===== config.mk =====
export PLATFORM = sky130hd
export DESIGN_NAME = evsched_top
export DESIGN_NICKNAME = d
export VERILOG_FILES = /design/src/rtl/evsched_pkg.sv /design/src/rtl/evsched_slots.sv /design/src/rtl/evsched_scan.sv /design/src/rtl/evsched_exec.sv /design/src/rtl/evsched_top.sv
export SDC_FILE = /design/constraint.sdc
export NUM_CORES = 1
export LEC_CHECK = 0
export ABC_AREA = 1
export BUFFER_PORTS_ARGS = -buffer_cell sky130_fd_sc_hd__buf_2
export CELL_PAD_IN_SITES_DETAIL_PLACEMENT = 2
export CELL_PAD_IN_SITES_GLOBAL_PLACEMENT = 2
export CORE_MARGIN = 2
export CORE_UTILIZATION = 38
export CTS_CLUSTER_DIAMETER = 100
export CTS_CLUSTER_SIZE = 25
export DETAILED_ROUTE_END_ITERATION = 8
export PLACE_DENSITY_LB_ADDON = 0.1
export SYNTH_ARGS = -nofsm -noshare
export SYNTH_HDL_FRONTEND = slang
export SYNTH_SLANG_ARGS = --single-unit

===== constraint.sdc =====
create_clock -name clk -period 3.9 [get_ports clk]
set_input_delay 0.78 -clock clk [delete_from_list [all_inputs] [get_ports clk]]
set_output_delay 0.78 -clock clk [all_outputs]
set_load 0.05 [all_outputs]

===== src/rtl/evsched_pkg.sv =====
// Shared widths and the stored entry format for the event scheduler.
package evsched_pkg;
    localparam int TIME_W = 16;
    localparam int CH_W   = 4;

    // One scheduled event: when it fires, which channel, and the level to drive.
    typedef struct packed {
        logic [TIME_W-1:0] t;
        logic [CH_W-1:0]   ch;
        logic              set;
    } ev_entry_t;
endpackage


===== src/rtl/evsched_slots.sv =====
// Slot pool: holds entries with valid bits and takes writes into the lowest
// free slot. It exposes one read port for the scanner and frees one slot per
// clock on request.
// Assumes: the slot being freed is always a valid one, so a write and a free
// in the same cycle never touch the same slot.
module evsched_slots
    import evsched_pkg::*;
#(
    parameter int NUM_SLOTS = 8,
    localparam int IDX_W = $clog2(NUM_SLOTS),
    localparam int CNT_W = $clog2(NUM_SLOTS + 1)
) (
    input  logic             clk,
    input  logic             rst_n,
    input  logic             wr_en,
    input  ev_entry_t        wr_entry,
    input  logic [IDX_W-1:0] rd_idx,
    output ev_entry_t        rd_entry,
    output logic             rd_valid,
    input  logic             clr_en,
    input  logic [IDX_W-1:0] clr_idx,
    output logic             full,
    output logic [CNT_W-1:0] free_cnt
);
    logic [NUM_SLOTS-1:0] valid_q;
    ev_entry_t            entry_q [NUM_SLOTS];
    logic [IDX_W-1:0]     alloc_idx;
    logic                 alloc_ok;
    logic                 wr_take;

    // Find the lowest-numbered free slot.
    always_comb begin
        alloc_idx = '0;
        alloc_ok  = 1'b0;
        for (int i = NUM_SLOTS - 1; i >= 0; i--) begin
            if (!valid_q[i]) begin
                alloc_idx = IDX_W'(i);
                alloc_ok  = 1'b1;
            end
        end
    end

    // Count the free slots for status.
    always_comb begin
        free_cnt = '0;
        for (int i = 0; i < NUM_SLOTS; i++) begin
            free_cnt = free_cnt + CNT_W'(!valid_q[i]);
        end
    end

    assign full     = !alloc_ok;
    assign wr_take  = wr_en && alloc_ok;
    assign rd_entry = entry_q[rd_idx];
    assign rd_valid = valid_q[rd_idx];

    // Occupy the slot on an accepted write; release the slot on execution.
    always_ff @(posedge clk) begin
        if (!rst_n) begin
            valid_q <= '0;
            for (int i = 0; i < NUM_SLOTS; i++) entry_q[i] <= '0;
        end else begin
            for (int i = 0; i < NUM_SLOTS; i++) begin
                if (wr_take && alloc_idx == IDX_W'(i)) begin
                    valid_q[i] <= 1'b1;
                    entry_q[i] <= wr_entry;
                end else if (clr_en && clr_idx == IDX_W'(i)) begin
                    valid_q[i] <= 1'b0;
                end
            end
        end
    end

    AST_WRITE_OCCUPIES: assert property (@(posedge clk) disable iff (!rst_n)
        (wr_en && !full) |=> valid_q[$past(alloc_idx)]);
    AST_FULL_DROPS_WRITE: assert property (@(posedge clk) disable iff (!rst_n)
        (wr_en && full && !clr_en) |=> $stable(valid_q));
    AST_EXEC_FREES_SLOT: assert property (@(posedge clk) disable iff (!rst_n)
        clr_en |=> !valid_q[$past(clr_idx)]);
endmodule


===== src/rtl/evsched_scan.sv =====
// Sequential scanner: one comparator walks slot 0 to the last slot, one slot
// per clock. The walk starts in the first clock in which the timer value
// differs from the previous clock's value. It reports a hit when an occupied
// slot's time equals the timer.
// Assumes: the timer holds each value for at least NUM_SLOTS clocks.
module evsched_scan
    import evsched_pkg::*;
#(
    parameter int NUM_SLOTS = 8,
    localparam int IDX_W = $clog2(NUM_SLOTS)
) (
    input  logic              clk,
    input  logic              rst_n,
    input  logic [TIME_W-1:0] timer_val,
    input  ev_entry_t         rd_entry,
    input  logic              rd_valid,
    output logic [IDX_W-1:0]  rd_idx,
    output logic              hit
);
    localparam logic [IDX_W-1:0] LAST = IDX_W'(NUM_SLOTS - 1);

    logic [TIME_W-1:0] prev_q;
    logic [IDX_W-1:0]  ptr_q;
    logic              active_q;
    logic              tick;
    logic              look;

    assign tick   = (timer_val != prev_q);
    assign rd_idx = tick ? '0 : ptr_q;
    assign look   = tick || active_q;
    assign hit    = look && rd_valid && (rd_entry.t == timer_val);

    // Track the timer and step the walk pointer through one pass per tick.
    always_ff @(posedge clk) begin
        if (!rst_n) begin
            prev_q   <= '0;
            ptr_q    <= '0;
            active_q <= 1'b0;
        end else begin
            prev_q <= timer_val;
            if (look) begin
                ptr_q    <= rd_idx + 1'b1;
                active_q <= (rd_idx != LAST);
            end
        end
    end

    AST_NO_WRAP_IN_TICK: assert property (@(posedge clk) disable iff (!rst_n)
        (active_q && !tick) |-> (rd_idx != '0));
    AST_WALK_CONTINUES: assert property (@(posedge clk) disable iff (!rst_n)
        (look && rd_idx != LAST) |=> active_q);
endmodule


===== src/rtl/evsched_exec.sv =====
// Command executor: on a hit, drives the addressed output to the entry's
// level and raises the done pulse. Channel numbers past the last output
// still count as executed but change no pin.
// Assumes: at most one hit per clock (one comparator).
module evsched_exec
    import evsched_pkg::*;
#(
    parameter int NUM_OUTS = 10
) (
    input  logic                clk,
    input  logic                rst_n,
    input  logic                hit,
    input  ev_entry_t           entry,
    output logic [NUM_OUTS-1:0] out_pins,
    output logic                done
);
    logic [NUM_OUTS-1:0] out_q;
    logic                done_q;

    // Apply the matched command and register the done pulse.
    always_ff @(posedge clk) begin
        if (!rst_n) begin
            out_q  <= '0;
            done_q <= 1'b0;
        end else begin
            done_q <= hit;
            for (int o = 0; o < NUM_OUTS; o++) begin
                if (hit && int'(entry.ch) == o) out_q[o] <= entry.set;
            end
        end
    end

    assign out_pins = out_q;
    assign done     = done_q;

    AST_HOLD_WITHOUT_HIT: assert property (@(posedge clk) disable iff (!rst_n)
        !hit |=> $stable(out_q));
    AST_IGNORE_HIGH_CHAN: assert property (@(posedge clk) disable iff (!rst_n)
        (hit && int'(entry.ch) >= NUM_OUTS) |=> $stable(out_q));
    AST_DONE_ON_HIT: assert property (@(posedge clk) disable iff (!rst_n)
        hit |=> done_q);
    AST_DONE_ONLY_ON_HIT: assert property (@(posedge clk) disable iff (!rst_n)
        !hit |=> !done_q);
endmodule


===== src/rtl/evsched_top.sv =====
// Timer-matched event scheduler top. It ties together the slot pool, the
// single-comparator scanner and the command executor.
// Assumes: timer_val is free-running and holds each value for >= NUM_SLOTS clocks.
module evsched_top
    import evsched_pkg::*;
#(
    parameter int NUM_SLOTS = 8,
    parameter int NUM_OUTS  = 10,
    localparam int IDX_W = $clog2(NUM_SLOTS),
    localparam int CNT_W = $clog2(NUM_SLOTS + 1)
) (
    input  logic                clk,
    input  logic                rst_n,
    input  logic [TIME_W-1:0]   timer_val,
    input  logic                wr_en,
    input  logic [TIME_W-1:0]   wr_time,
    input  logic [CH_W-1:0]     wr_chan,
    input  logic                wr_set,
    output logic [NUM_OUTS-1:0] out_pins,
    output logic                ev_done,
    output logic                full,
    output logic [CNT_W-1:0]    free_cnt
);
    ev_entry_t        wr_entry;
    ev_entry_t        rd_entry;
    logic             rd_valid;
    logic [IDX_W-1:0] rd_idx;
    logic             hit;

    assign wr_entry = '{t: wr_time, ch: wr_chan, set: wr_set};

    evsched_slots #(.NUM_SLOTS(NUM_SLOTS)) u_slots (
        .clk(clk), .rst_n(rst_n), .wr_en(wr_en), .wr_entry(wr_entry),
        .rd_idx(rd_idx), .rd_entry(rd_entry), .rd_valid(rd_valid),
        .clr_en(hit), .clr_idx(rd_idx), .full(full), .free_cnt(free_cnt)
    );

    evsched_scan #(.NUM_SLOTS(NUM_SLOTS)) u_scan (
        .clk(clk), .rst_n(rst_n), .timer_val(timer_val),
        .rd_entry(rd_entry), .rd_valid(rd_valid), .rd_idx(rd_idx), .hit(hit)
    );

    evsched_exec #(.NUM_OUTS(NUM_OUTS)) u_exec (
        .clk(clk), .rst_n(rst_n), .hit(hit), .entry(rd_entry),
        .out_pins(out_pins), .done(ev_done)
    );
endmodule


==> impl_results.html <==
<table>
<tr><th>Metric</th><th>Value</th></tr>
<tr><th colspan="2">Critical path</th></tr>
<tr><td>Critical Setup Path Class</td><td>flip-flop to primary output</td></tr>
<tr><td>Startpoint kind of the worst setup timing path</td><td>flip-flop</td></tr>
<tr><td>Crit end category</td><td>primary output</td></tr>
<tr><td>Critical Path Fanout Max</td><td>2</td></tr>
<tr><td>Arrival time of data at the critical path endpoint</td><td>3.26 ns</td></tr>
<tr><td>Worst Path Required</td><td>roughly 3.1 ns</td></tr>
<tr><th colspan="2">Synth</th></tr>
<tr><td>Main flop type after synthesis</td><td>edfxtp_1</td></tr>
<tr><td>Mean Syn Cell Area</td><td>8.60 sq um</td></tr>
<tr><td>Synth unique cells</td><td>39</td></tr>
<tr><td>Gate count of the mapped netlist</td><td>1211</td></tr>
<tr><td>Yosys warning total</td><td>0</td></tr>
<tr><td>EDFF count, synth</td><td>between 150 and 200</td></tr>
<tr><td>Mapped Nets</td><td>1264</td></tr>
<tr><td>Part of the Yosys area used for sequential elements</td><td>56.0%</td></tr>
<tr><td>Netlist area before placement</td><td>0.0104 sq mm</td></tr>
<tr><td>Fraction of registers with async set/reset</td><td>0%</td></tr>
<tr><td>Flop and latch count out of synthesis</td><td>207</td></tr>
<tr><th colspan="2">Detailed routing</th></tr>
<tr><td>Number of iterations in the first detailed-routing pass</td><td>4</td></tr>
<tr><td>Number of DRC markers after the initial detailed-route iteration</td><td>478</td></tr>
<tr><td>Drc violations</td><td>0</td></tr>
<tr><td>Antenna-violating nets left</td><td>0</td></tr>
<tr><td>Wirelength, routed</td><td>around 35000 microns</td></tr>
<tr><td>Wire per inst</td><td>21.8 microns</td></tr>
<tr><td>Number of vias after detailed routing</td><td>8645</td></tr>
<tr><td>Post-DR vias/cell</td><td>5.37</td></tr>
<tr><th colspan="2">Job</th></tr>
<tr><td>Max-capacitance violation count</td><td>0</td></tr>
<tr><th colspan="2">STA</th></tr>
<tr><td>Unrepaired setup endpoints after global routing</td><td>true</td></tr>
<tr><td>Worst hold slack after final layout</td><td>0.460 ns</td></tr>
<tr><td>Largest clock skew in the final design</td><td>0.0231 ns</td></tr>
<tr><td>Top achievable clock speed</td><td>248 MHz</td></tr>
<tr><td>Final worst setup slack</td><td>-0.138 ns</td></tr>
<tr><td>Worst-case headroom to the max-slew limit</td><td>30.9%</td></tr>
<tr><td>Max-slew violation count</td><td>0</td></tr>
<tr><td>Worst-Margin Slew</td><td>about 1.0 ns</td></tr>
<tr><td>Final critical path time including I/O delays and setup</td><td>4.04 ns</td></tr>
<tr><td>Final number of hold-violating endpoints</td><td>0</td></tr>
<tr><td>Fin Setup TNS</td><td>-0.168 ns</td></tr>
<tr><td>Final period util</td><td>104%</td></tr>
<tr><td>Finish-stage setup viols</td><td>2</td></tr>
<tr><th colspan="2">Die</th></tr>
<tr><td>DIE HEIGHT</td><td>170 microns</td></tr>
<tr><td>Die Width</td><td>170 microns</td></tr>
<tr><td>Io pins</td><td>between 50 and 60</td></tr>
<tr><td>Initial core utilization</td><td>38.6%</td></tr>
<tr><td># rows</td><td>60</td></tr>
<tr><td>Area inside the core boundary</td><td>around 0.027 sq mm</td></tr>
<tr><td>Die ar.</td><td>roughly 0.029 sq mm</td></tr>
<tr><th colspan="2">Clocking</th></tr>
<tr><td>Root Buffer Master</td><td>clkbuf_16</td></tr>
<tr><td>Worst-case clock buffer depth</td><td>3</td></tr>
<tr><td>Total of hold buffers inserted after clock tree synthesis</td><td>0</td></tr>
<tr><td>Clock tree from TritonCTS</td><td>built</td></tr>
<tr><td>H-tree levels</td><td>1</td></tr>
<tr><td>Clock buffers created by TritonCTS</td><td>13</td></tr>
<tr><td>Clock latency on the worst-skew pair</td><td>a little under 0.5 ns</td></tr>
<tr><td>Clk slew on worst S/H paths</td><td>0.10 ns</td></tr>
<tr><td>Clock Sinks</td><td>~210</td></tr>
<tr><th colspan="2">Global route</th></tr>
<tr><td>Via count of the first global-routing pass</td><td>9400</td></tr>
<tr><td>First-pass GRT wire length</td><td>roughly 55000 microns</td></tr>
<tr><td>Number of antenna violations at the first check in global routing</td><td>0</td></tr>
<tr><td>Total Routing Usage GR</td><td>25.1%</td></tr>
<tr><td>Maximum number of pins on one net before global-route repair</td><td>41</td></tr>
<tr><td>Remaining global-route overflow</td><td>0</td></tr>
<tr><th colspan="2">Finish</th></tr>
<tr><td>Final cell utilization of the core</td><td>43.2%</td></tr>
<tr><td>Leading cell type in the layout, fill and taps excluded</td><td>nand2_1</td></tr>
<tr><td>Fraction of final layout cells sized beyond drive strength 1</td><td>between 10% and 20%</td></tr>
<tr><td>Commonest cells after routing, fill and taps aside</td><td>319 x nand2_1, 211 x nor2_1, 168 x edfxtp_1, 128 x nand3_1, 117 x inv_1</td></tr>
<tr><td>Inserted Diodes</td><td>0</td></tr>
<tr><td>Area delta synth-&gt;final</td><td>11.9%</td></tr>
<tr><td>Filler-free cell count of the finished design</td><td>1611</td></tr>
<tr><td>Net total in the final layout</td><td>1316</td></tr>
<tr><th colspan="2">Power</th></tr>
<tr><td>Leak</td><td>around 5.2 nW</td></tr>
<tr><td>Total power consumption of the routed design</td><td>4.61 mW</td></tr>
<tr><td>PwrDens</td><td>396 mW/mm^2</td></tr>
<tr><td>Worst-case vdd ir drop</td><td>0.275 mV</td></tr>
<tr><th colspan="2">Placement</th></tr>
<tr><td>Number of placed instances with taps included</td><td>1587</td></tr>
<tr><td>Final weighted congestion in routability-driven placement</td><td>0.798</td></tr>
<tr><td>HPWL after detailed placement</td><td>~24000 microns</td></tr>
<tr><td>Buffers added on ports</td><td>55</td></tr>
<tr><th colspan="2">Worst hold path</th></tr>
<tr><td>Tightest Hold Check Type</td><td>flip-flop to flip-flop</td></tr>
<tr><th colspan="2">Status</th></tr>
<tr><td>Status</td><td>finished with violations</td></tr>
<tr><td>Violations in the final reports</td><td>negative setup slack</td></tr>
</table>
## sequential cells by signal, summed over array words and instances, names as in the netlist
name	cells
u_exec.done	1
u_exec.out_pins	10
u_scan.active_q	1
u_scan.prev_q	16
u_scan.ptr_q	3
u_slots.entry_q	168
u_slots.valid_q	8
## per-layer routing
layer	global-route usage, %	part of all wire (%)	vias to the layer above
li1	-	-	4056
met1	33.6	45	4403
met2	44.5	50	151
met3	2.17	2.9	35
met4	5.17	1.7	0
met5	0	0	-
## report_power, final
group	switching (mW)	internal (mW)	total [mW]
Combinational	0.403	0.158	0.560
Sequential	0.0434	2.51	2.56
Clock	0.806	0.688	1.49
Total	1.25	3.36	4.61
## synth_stat cells (all sizes together), types with 9 or more instances
cell type,n,area share [%]
a21oi,12,0.58
buf,35,2.3
clkbuf,27,0.97
dfxtp,39,7.5
edfxtp,168,48
ha,9,1.1
inv,137,4.9
nand2,320,12
nand3,131,6.6
nand4,57,3.4
nor2,217,8.4
o211ai,11,0.79
o21ai,18,0.94
or2,10,0.60
## timing repair
action	CTS	global route
buffers inserted	1	1
gates resized for setup	15	1
pin swaps	1	1
endpoints found under the hold margin	0	0
setup endpoints to repair	2	2
## worst max-delay path, cell delays in order, from the launching register on
cell,delay (ns)
dfxtp_2,0.35
inv_2,0.05
ha_4,0.25
inv_2,0.03
fa_1,0.44
fa_1,0.51
inv_2,0.04
fa_2,0.35
inv_2,0.08
fa_2,0.43
inv_2,0.08
buf_8,0.14
## path summary, 6_finish.rpt
kind,from,to,slack (ns),depth (start not counted)
worst min-delay path,u_scan.active_q,u_scan.ptr_q[0],0.46,1
worst max-delay path,u_slots.valid_q[0],free_cnt[1],-0.14,11
worst min register to register,u_scan.active_q,u_scan.ptr_q[0],0.46,1
worst max register to register,u_scan.prev_q[4],u_exec.out_pins[2],0.80,20
## layout make-up
type,count,area (sq um)
timing repair buffer,99,684
clock buffer,17,362
fill,3066,15300
inverter,139,523
clock inverter,5,55.1
tap,341,427
multi-input combinational,803,3770
sequential,207,5830
## metrics by stage
| step | cell area [sq um] | worst slack, ns |
|---|---|---|
| 5_1_grt | 11700 | -0.217 |
| 4_1_cts | 11600 | -0.132 |
| 3_5_place_dp | 11200 | 0.116 |
| 2_1_floorplan | 10400 | 0.236 |
| 6_report | 11700 | -0.138 |
| 3_3_place_gp | 11200 | 0.266 |
## kinds of logic after synthesis
| kind of cell | after synthesis | share of synthesized area (%) |
|---|---|---|
| simple gates | 739 | 30.8 |
| flops | 207 | 56.0 |
| buf+inv | 201 | 8.28 |
| compound gates | 46 | 2.66 |
| fa+ha+maj | 13 | 1.85 |
| xor+xnor | 5 | 0.421 |
Note: power is estimated with default switching activity, not from simulation.
